[src/rtl/spi_rs_pkg.sv]
package spi_rs_pkg;

    localparam int BYTE_W = 8;

    typedef struct packed {
        logic mode;   // 1 = slave
        logic cpha;
        logic cpol;
    } spi_cfg_t;

endpackage

[src/rtl/spi_rs_sync.sv]
module spi_rs_sync #(
    parameter int STAGES = 2
) (
    input  logic clk_i,
    input  logic rst_ni,
    input  logic sck_i,
    input  logic ss_ni,
    output logic ss_no,
    output logic rise_o,
    output logic fall_o
);

    typedef struct packed {
        logic [STAGES-1:0] sck;
        logic [STAGES-1:0] ss;
        logic              sck_last;
    } sync_t;

    sync_t sync_d, sync_q;
    logic  sck_s;

    always_comb begin
        sync_d          = sync_q;
        sync_d.sck      = {sync_q.sck[STAGES-2:0], sck_i};
        sync_d.ss       = {sync_q.ss[STAGES-2:0], ss_ni};
        sync_d.sck_last = sync_q.sck[STAGES-1];
    end

    always_ff @(posedge clk_i or negedge rst_ni) begin
        if (!rst_ni) begin
            sync_q.sck      <= '0;
            sync_q.ss       <= '1;
            sync_q.sck_last <= 1'b0;
        end else begin
            sync_q <= sync_d;
        end
    end

    assign sck_s  = sync_q.sck[STAGES-1];
    assign ss_no  = sync_q.ss[STAGES-1];
    assign rise_o = sck_s & ~sync_q.sck_last;
    assign fall_o = ~sck_s & sync_q.sck_last;

endmodule

[src/rtl/spi_rs_fifo.sv]
module spi_rs_fifo #(
    parameter int DEPTH = 512,
    parameter int W     = 8,
    localparam int AW   = $clog2(DEPTH),
    localparam int CW   = $clog2(DEPTH + 1)
) (
    input  logic          clk_i,
    input  logic          rst_ni,
    input  logic          clr_i,
    input  logic          push_i,
    input  logic [W-1:0]  wdata_i,
    input  logic          pop_i,
    output logic [W-1:0]  head_o,
    output logic          empty_o,
    output logic [CW-1:0] cnt_o
);

    typedef struct packed {
        logic [AW-1:0] rd;
        logic [AW-1:0] wr;
        logic [CW-1:0] cnt;
    } fifo_t;

    fifo_t         fifo_d, fifo_q;
    logic [W-1:0]  store [DEPTH];
    logic          push_ok, pop_ok;

    function automatic logic [AW-1:0] ptr_next(input logic [AW-1:0] p);
        return (p == AW'(DEPTH - 1)) ? '0 : p + 1'b1;
    endfunction

    assign push_ok = push_i && (fifo_q.cnt != CW'(DEPTH)) && !clr_i;
    assign pop_ok  = pop_i && (fifo_q.cnt != '0) && !clr_i;

    always_comb begin
        fifo_d = fifo_q;
        if (clr_i) begin
            fifo_d = '0;
        end else begin
            if (push_ok) fifo_d.wr = ptr_next(fifo_q.wr);
            if (pop_ok)  fifo_d.rd = ptr_next(fifo_q.rd);
            fifo_d.cnt = fifo_q.cnt + CW'(push_ok) - CW'(pop_ok);
        end
    end

    always_ff @(posedge clk_i or negedge rst_ni) begin
        if (!rst_ni) fifo_q <= '0;
        else         fifo_q <= fifo_d;
    end

    always_ff @(posedge clk_i) begin
        if (push_ok) store[fifo_q.wr] <= wdata_i;
    end

    assign head_o  = store[fifo_q.rd];
    assign empty_o = (fifo_q.cnt == '0);
    assign cnt_o   = fifo_q.cnt;

endmodule

[src/rtl/spi_rs_shift.sv]
module spi_rs_shift
    import spi_rs_pkg::*;
(
    input  logic              clk_i,
    input  logic              rst_ni,
    input  logic              active_i,
    input  logic              cpol_i,
    input  logic              cpha_i,
    input  logic              rise_i,
    input  logic              fall_i,
    input  logic              clr_i,
    input  logic              empty_i,
    input  logic [BYTE_W-1:0] head_i,
    output logic              pop_o,
    output logic              miso_o
);

    localparam int BW = $clog2(BYTE_W);
    localparam logic [BW-1:0] LAST_BIT = BW'(BYTE_W - 1);

    typedef struct packed {
        logic [BYTE_W-1:0] shreg;
        logic [BW-1:0]     bitn;
        logic              valid;   // shreg holds a queued byte
        logic              reload;  // fetch next byte (phase 0)
        logic              act;
    } shift_t;

    shift_t sh_d, sh_q;
    logic   lead, trail;

    assign lead  = cpol_i ? fall_i : rise_i;
    assign trail = cpol_i ? rise_i : fall_i;

    always_comb begin
        sh_d     = sh_q;
        pop_o    = 1'b0;
        sh_d.act = active_i;
        if (!active_i) begin
            sh_d.shreg  = '1;
            sh_d.bitn   = '0;
            sh_d.valid  = 1'b0;
            sh_d.reload = 1'b0;
        end else if (!sh_q.act) begin
            sh_d.bitn   = '0;
            sh_d.reload = 1'b0;
            if (!cpha_i) begin
                sh_d.shreg = empty_i ? '1 : head_i;
                sh_d.valid = !empty_i;
            end else begin
                sh_d.shreg = '1;
                sh_d.valid = 1'b0;
            end
        end else if (sh_q.reload) begin
            sh_d.shreg  = empty_i ? '1 : head_i;
            sh_d.valid  = !empty_i;
            sh_d.reload = 1'b0;
        end else if (lead && cpha_i) begin
            if (sh_q.bitn == '0) begin
                sh_d.shreg = empty_i ? '1 : head_i;
                sh_d.valid = !empty_i;
            end else begin
                sh_d.shreg = {sh_q.shreg[BYTE_W-2:0], 1'b1};
            end
        end else if (trail) begin
            if (sh_q.bitn == LAST_BIT) begin
                sh_d.bitn   = '0;
                pop_o       = sh_q.valid;
                sh_d.valid  = 1'b0;
                sh_d.reload = !cpha_i;
            end else begin
                sh_d.bitn = sh_q.bitn + 1'b1;
                if (!cpha_i) sh_d.shreg = {sh_q.shreg[BYTE_W-2:0], 1'b1};
            end
        end
        if (clr_i) sh_d.valid = 1'b0;
    end

    always_ff @(posedge clk_i or negedge rst_ni) begin
        if (!rst_ni) begin
            sh_q       <= '0;
            sh_q.shreg <= '1;
        end else begin
            sh_q <= sh_d;
        end
    end

    assign miso_o = sh_q.shreg[BYTE_W-1];

endmodule

[src/rtl/spi_resp_slave.sv]
module spi_resp_slave
    import spi_rs_pkg::*;
#(
    parameter int FIFO_DEPTH  = 512,
    parameter int SYNC_STAGES = 2,
    parameter int ADDR_W      = 3,
    parameter int CTRL_OFS    = 1,
    parameter int CFG_OFS     = 2,
    parameter int DATA_OFS    = 4,
    parameter int CLR_BIT     = 6,
    localparam int CNT_W      = $clog2(FIFO_DEPTH + 1)
) (
    input  logic              clk_i,
    input  logic              rst_ni,
    input  logic              reg_we_i,
    input  logic [ADDR_W-1:0] reg_addr_i,
    input  logic [BYTE_W-1:0] reg_wdata_i,
    input  logic              spi_sck_i,
    input  logic              spi_ss_ni,
    output logic              spi_miso_o,
    output logic              spi_miso_oe_o
);

    spi_cfg_t          cfg_d, cfg_q;
    logic              ss_s, sck_rise, sck_fall, active;
    logic              fifo_push, fifo_pop, fifo_clr, fifo_empty;
    logic [BYTE_W-1:0] fifo_head;
    logic [CNT_W-1:0]  fifo_cnt;
    logic              cfg_mode;

    always_comb begin
        cfg_d = cfg_q;
        if (reg_we_i && reg_addr_i == ADDR_W'(CFG_OFS)) begin
            cfg_d.cpol = reg_wdata_i[0];
            cfg_d.cpha = reg_wdata_i[1];
            cfg_d.mode = reg_wdata_i[2];
        end
    end

    always_ff @(posedge clk_i or negedge rst_ni) begin
        if (!rst_ni) cfg_q <= '0;
        else         cfg_q <= cfg_d;
    end

    assign cfg_mode  = cfg_q.mode;
    assign fifo_push = reg_we_i && reg_addr_i == ADDR_W'(DATA_OFS) && cfg_q.mode;
    assign fifo_clr  = reg_we_i && reg_addr_i == ADDR_W'(CTRL_OFS) && reg_wdata_i[CLR_BIT];
    assign active    = cfg_q.mode && !ss_s;

    spi_rs_sync #(.STAGES(SYNC_STAGES)) u_sync (
        .clk_i  (clk_i),
        .rst_ni (rst_ni),
        .sck_i  (spi_sck_i),
        .ss_ni  (spi_ss_ni),
        .ss_no  (ss_s),
        .rise_o (sck_rise),
        .fall_o (sck_fall)
    );

    spi_rs_fifo #(.DEPTH(FIFO_DEPTH), .W(BYTE_W)) u_fifo (
        .clk_i   (clk_i),
        .rst_ni  (rst_ni),
        .clr_i   (fifo_clr),
        .push_i  (fifo_push),
        .wdata_i (reg_wdata_i),
        .pop_i   (fifo_pop),
        .head_o  (fifo_head),
        .empty_o (fifo_empty),
        .cnt_o   (fifo_cnt)
    );

    spi_rs_shift u_shift (
        .clk_i    (clk_i),
        .rst_ni   (rst_ni),
        .active_i (active),
        .cpol_i   (cfg_q.cpol),
        .cpha_i   (cfg_q.cpha),
        .rise_i   (sck_rise),
        .fall_i   (sck_fall),
        .clr_i    (fifo_clr),
        .empty_i  (fifo_empty),
        .head_i   (fifo_head),
        .pop_o    (fifo_pop),
        .miso_o   (spi_miso_o)
    );

    assign spi_miso_oe_o = active;

endmodule

[config.mk]
export PLATFORM = sky130hd
export DESIGN_NAME = spi_resp_slave
export DESIGN_NICKNAME = d
export VERILOG_FILES = /design/src/rtl/spi_rs_pkg.sv /design/src/rtl/spi_rs_sync.sv /design/src/rtl/spi_rs_fifo.sv /design/src/rtl/spi_rs_shift.sv /design/src/rtl/spi_resp_slave.sv
export SDC_FILE = /design/constraint.sdc
export NUM_CORES = 2
export LEC_CHECK = 0
export ABC_CLOCK_PERIOD_IN_PS = 9200
export CORE_MARGIN = 2
export CORE_UTILIZATION = 45
export CTS_CLUSTER_SIZE = 28
export DETAILED_ROUTE_END_ITERATION = 6
export PLACE_DENSITY = 0.61
export SKIP_LAST_GASP = 1
export SLEW_MARGIN = 10
export SYNTH_ARGS = -nofsm -noshare
export SYNTH_HDL_FRONTEND = slang
export SYNTH_SLANG_ARGS = --single-unit
[constraint.sdc]
create_clock -name clk_i -period 9.2 [get_ports clk_i]
set_clock_uncertainty 0.15 [all_clocks]
set_input_delay 0.92 -clock clk_i [delete_from_list [all_inputs] [get_ports clk_i]]
set_output_delay 0.92 -clock clk_i [all_outputs]
set_load 0.05 [all_outputs]
==> summary.txt <==
Synth
  • Number of synthesized flops with an enable pin: 4096
  • Number of synthesized register bits: 4146
  • Register area share after synthesis: 0.763
  • Commonest cells in the synthesized netlist: edfxtp_1, mux4_2, nor2_1
  • Post-synth top area share: 0.756
  • Avg Inst Size Synth: around 21 µm²
  • Synth top area cells: edfxtp_1, mux4_2, mux2i_1
  • Post-synthesis async set-or-reset flop share: 0.0121
  • Post-synthesis cell area: ~160000 µm²
  • Most frequent cell after synthesis: edfxtp_1
  • Post-synth top flop: edfxtp_1
  • Yosys warns: 0
  • Synth Net Count: 7713
  • Area leader, netlist: edfxtp_1
  • Post-Syn Instances: 7671
  • Number of distinct library cells after synthesis: 87

Power and ir drop
  • Clock Power Share: 0.385
  • Sw Pwr: 0.0112 W
  • P_int: 0.0327 W
  • Sequential share of power: 0.477
  • Switching Fraction: 0.255
  • Peak supply drop: roughly 0.16 mV
  • Logic pwr share: 0.138
  • Static leakage: 54.8 nW
  • P per Cell Area: about 240 nW/µm²

Min path
  • Hold Crit Class: flop to flop

Placed design
  • Port Buf Inserts: 17
  • Gpl congestion: 0.888
  • Post-Place Cells: roughly 12k
  • Dpl ws: 3.65 ns
  • Post-DP HPWL: between 200 and 300 mm

STA
  • Peak Freq: 176 MHz
  • Final period utilization: 0.616
  • Final Hold Vio Count: 0
  • Minimum clock period: 5.67 ns
  • Fin Hold WS: about 0.19 ns
  • Setup TNS: 0 ns
  • Least-Margin Pin Slew: 1.21 ns
  • RSZ-0062 raised after global routing: no
  • Rel. slew slack: 0.193
  • Fin worst setup slack: 3.53 ns
  • Final slew viol count: 0
  • Final setup violation count: 0

GRT
  • Grt ovf: 0
  • Total GRT Usage: 0.252
  • First-pass GRT wire length: approximately 650 mm
  • Vias in the first global route: 80.1k
  • Largest net degree at the start of global routing: 170
  • Initial antenna violation count: 25

Setup path
  • CP arrival: ~6.4 ns
  • Crit end category: flop
  • Critical path data required time: 9.92 ns
  • CP max FO: 72
  • WS Path Type: flop to flop
  • Crit start category: flop

Clock network
  • Post-CTS Hold Buffers: 1
  • CTS tree: done
  • Post-cts sizing count: 0
  • Num CTS Buffers: 408
  • Clock Path Buffers: 4
  • Postcts setup bufs: 0
  • Skew-Pair Late Insertion Delay: 1.01 ns
  • H-tree Lvls: 5
  • Clock sink count: 4146
  • CTS root buffer: clkbuf_16
  • Clk pin slew, worst setup/hold paths: 0.07 ns

Die
  • Initial Util: 0.453
  • Number of core rows: 220
  • Standard cell core area: 359000 µm²
  • Die ar.: 367000 µm²
  • Chip Width: between 600 and 700 µm
  • Die height: 605 µm
  • I/O pin cnt: 18

Detailed routing
  • Vias per std cell: approximately 6.4
  • Number of DRC markers in iteration 0: 11.9k
  • Wirelength, routed: 466 mm
  • Vias: roughly 82k
  • Drt first pass iters: 7
  • Drt drc: 4
  • Antenna Nets Post-Route: 0
  • Routed WL per cell: 36.0 µm

Final layout
  • Finished Layout Cells: 12.9k
  • Layout cell share with drive strength beyond 1: 0.218
  • Syn-to-layout area delta: 11.2%
  • Fin nets: 7838
  • Final core occ: 0.504

Run status
  • Failing checks: design-rule violations
  • Status: finished with violations

Job
  • Maxcap violations: 0
[power by group through the flow]
stage	clock network (W)	logic [W]	registers, W
after floorplan	0	0.00374	0.0212
after global placement	0	0.00597	0.0213
after detailed placement	0	0.00600	0.0213
after CTS	0.0170	0.00602	0.0209
after global routing	0.0177	0.00624	0.0209
final	0.0169	0.00606	0.0209
[critical path, cell delays in order, from the launching register on]
cell and delay (ns):
dfrtp_4 0.72, buf_4 0.73, inv_8 0.32, buf_12 0.38, buf_4 0.45, mux4_2 0.43, nor2_1 0.05, nor2_1 0.55
o22ai_1 0.22, nor4_1 0.65, nor3b_1 0.14, a221oi_2 0.27
[flip-flops by register name (all words and copies together) (netlist names), 2 cells and up]
register	cells
u_fifo.store	4096
u_fifo.fifo_q	18
u_shift.sh_q	13
u_fifo.cnt_o	10
cfg_q	2
u_sync.sync_d	2
[per-layer routing]
metal  global-route usage  wire length (µm)  share of wire
met1                0.355            182000           0.39
met4               0.0811             16600          0.036
met2                0.388            216000           0.46
met3               0.0617             50600           0.11
met5                    0               138        0.00030
[path summary, 6_finish.rpt]
check,endpoint,slack (ns),cells after the start,startpoint
setup / recovery,u_shift.sh_q[8]$_DFFE_PN1P_,3.53,11,u_fifo.fifo_q[21]$_DFFE_PN0P_
max in group asynchronous,u_fifo.fifo_q[22]$_DFFE_PN0P_,7.83,3,rst_ni
min in group asynchronous,u_fifo.fifo_q[27]$_DFFE_PN0P_,0.48,3,rst_ni
hold reg to reg,u_sync.ss_no$_DFF_PN1_,0.19,0,u_sync.sync_d[2]$_DFF_PN1_
hold / removal,u_sync.ss_no$_DFF_PN1_,0.19,0,u_sync.sync_d[2]$_DFF_PN1_
setup reg to reg,u_shift.sh_q[8]$_DFFE_PN1P_,3.53,11,u_fifo.fifo_q[21]$_DFFE_PN0P_
[logic make-up (layout without fill, tap and decap cells)]
kind of cell             count (synthesis)  after routing  synth area share
flip-flops                            4146           4146             0.763
multiplexers                          1342           1342             0.159
AND/OR/NAND/NOR                        997            997            0.0261
AO/OA/AOI/OAI                          658            658            0.0280
buffers and inverters                  497            960            0.0210
adder cells (fa/ha/maj)                 26             26           0.00204
XOR/XNOR                                 5              5          0.000269
other                                    0             12                 0
[cells in the final DEF (no fill, tap or decap), types with 81 or more instances in the layout]
master     synthesis  final
o22ai_1           97     97
nor2_1           606    602
o221ai_1         132    132
clkbuf_16          0    417
clkinv_2           0     81
buf_4             46    133
nand2_1          177    159
edfxtp_1        4096   4096
mux4_2           916    916
clkinv_1           3     82
a21oi_1          140    140
mux2i_1          352    352
[per-stage QoR]
| step | power, W | cell area (µm²) |
|---|---|---|
| finish | 0.0438 | 181000 |
| global route | 0.0449 | 181000 |
| CTS | 0.0439 | 181000 |
| detailed placement | 0.0273 | 168000 |
| global placement | 0.0273 | 168000 |
| floorplan | 0.0250 | 163000 |
[cell type report]
class,count,area [µm²]
inverters,32,133
clock buffers,495,10800
repair buffers,180,1780
multi-input cells,3028,35400
clock inverters,253,2620
diodes,12,30.0
flip-flops and latches,4146,124000
well taps,4773,5970
fillers,28300,178000
Power figures use the tool's default switching activity.
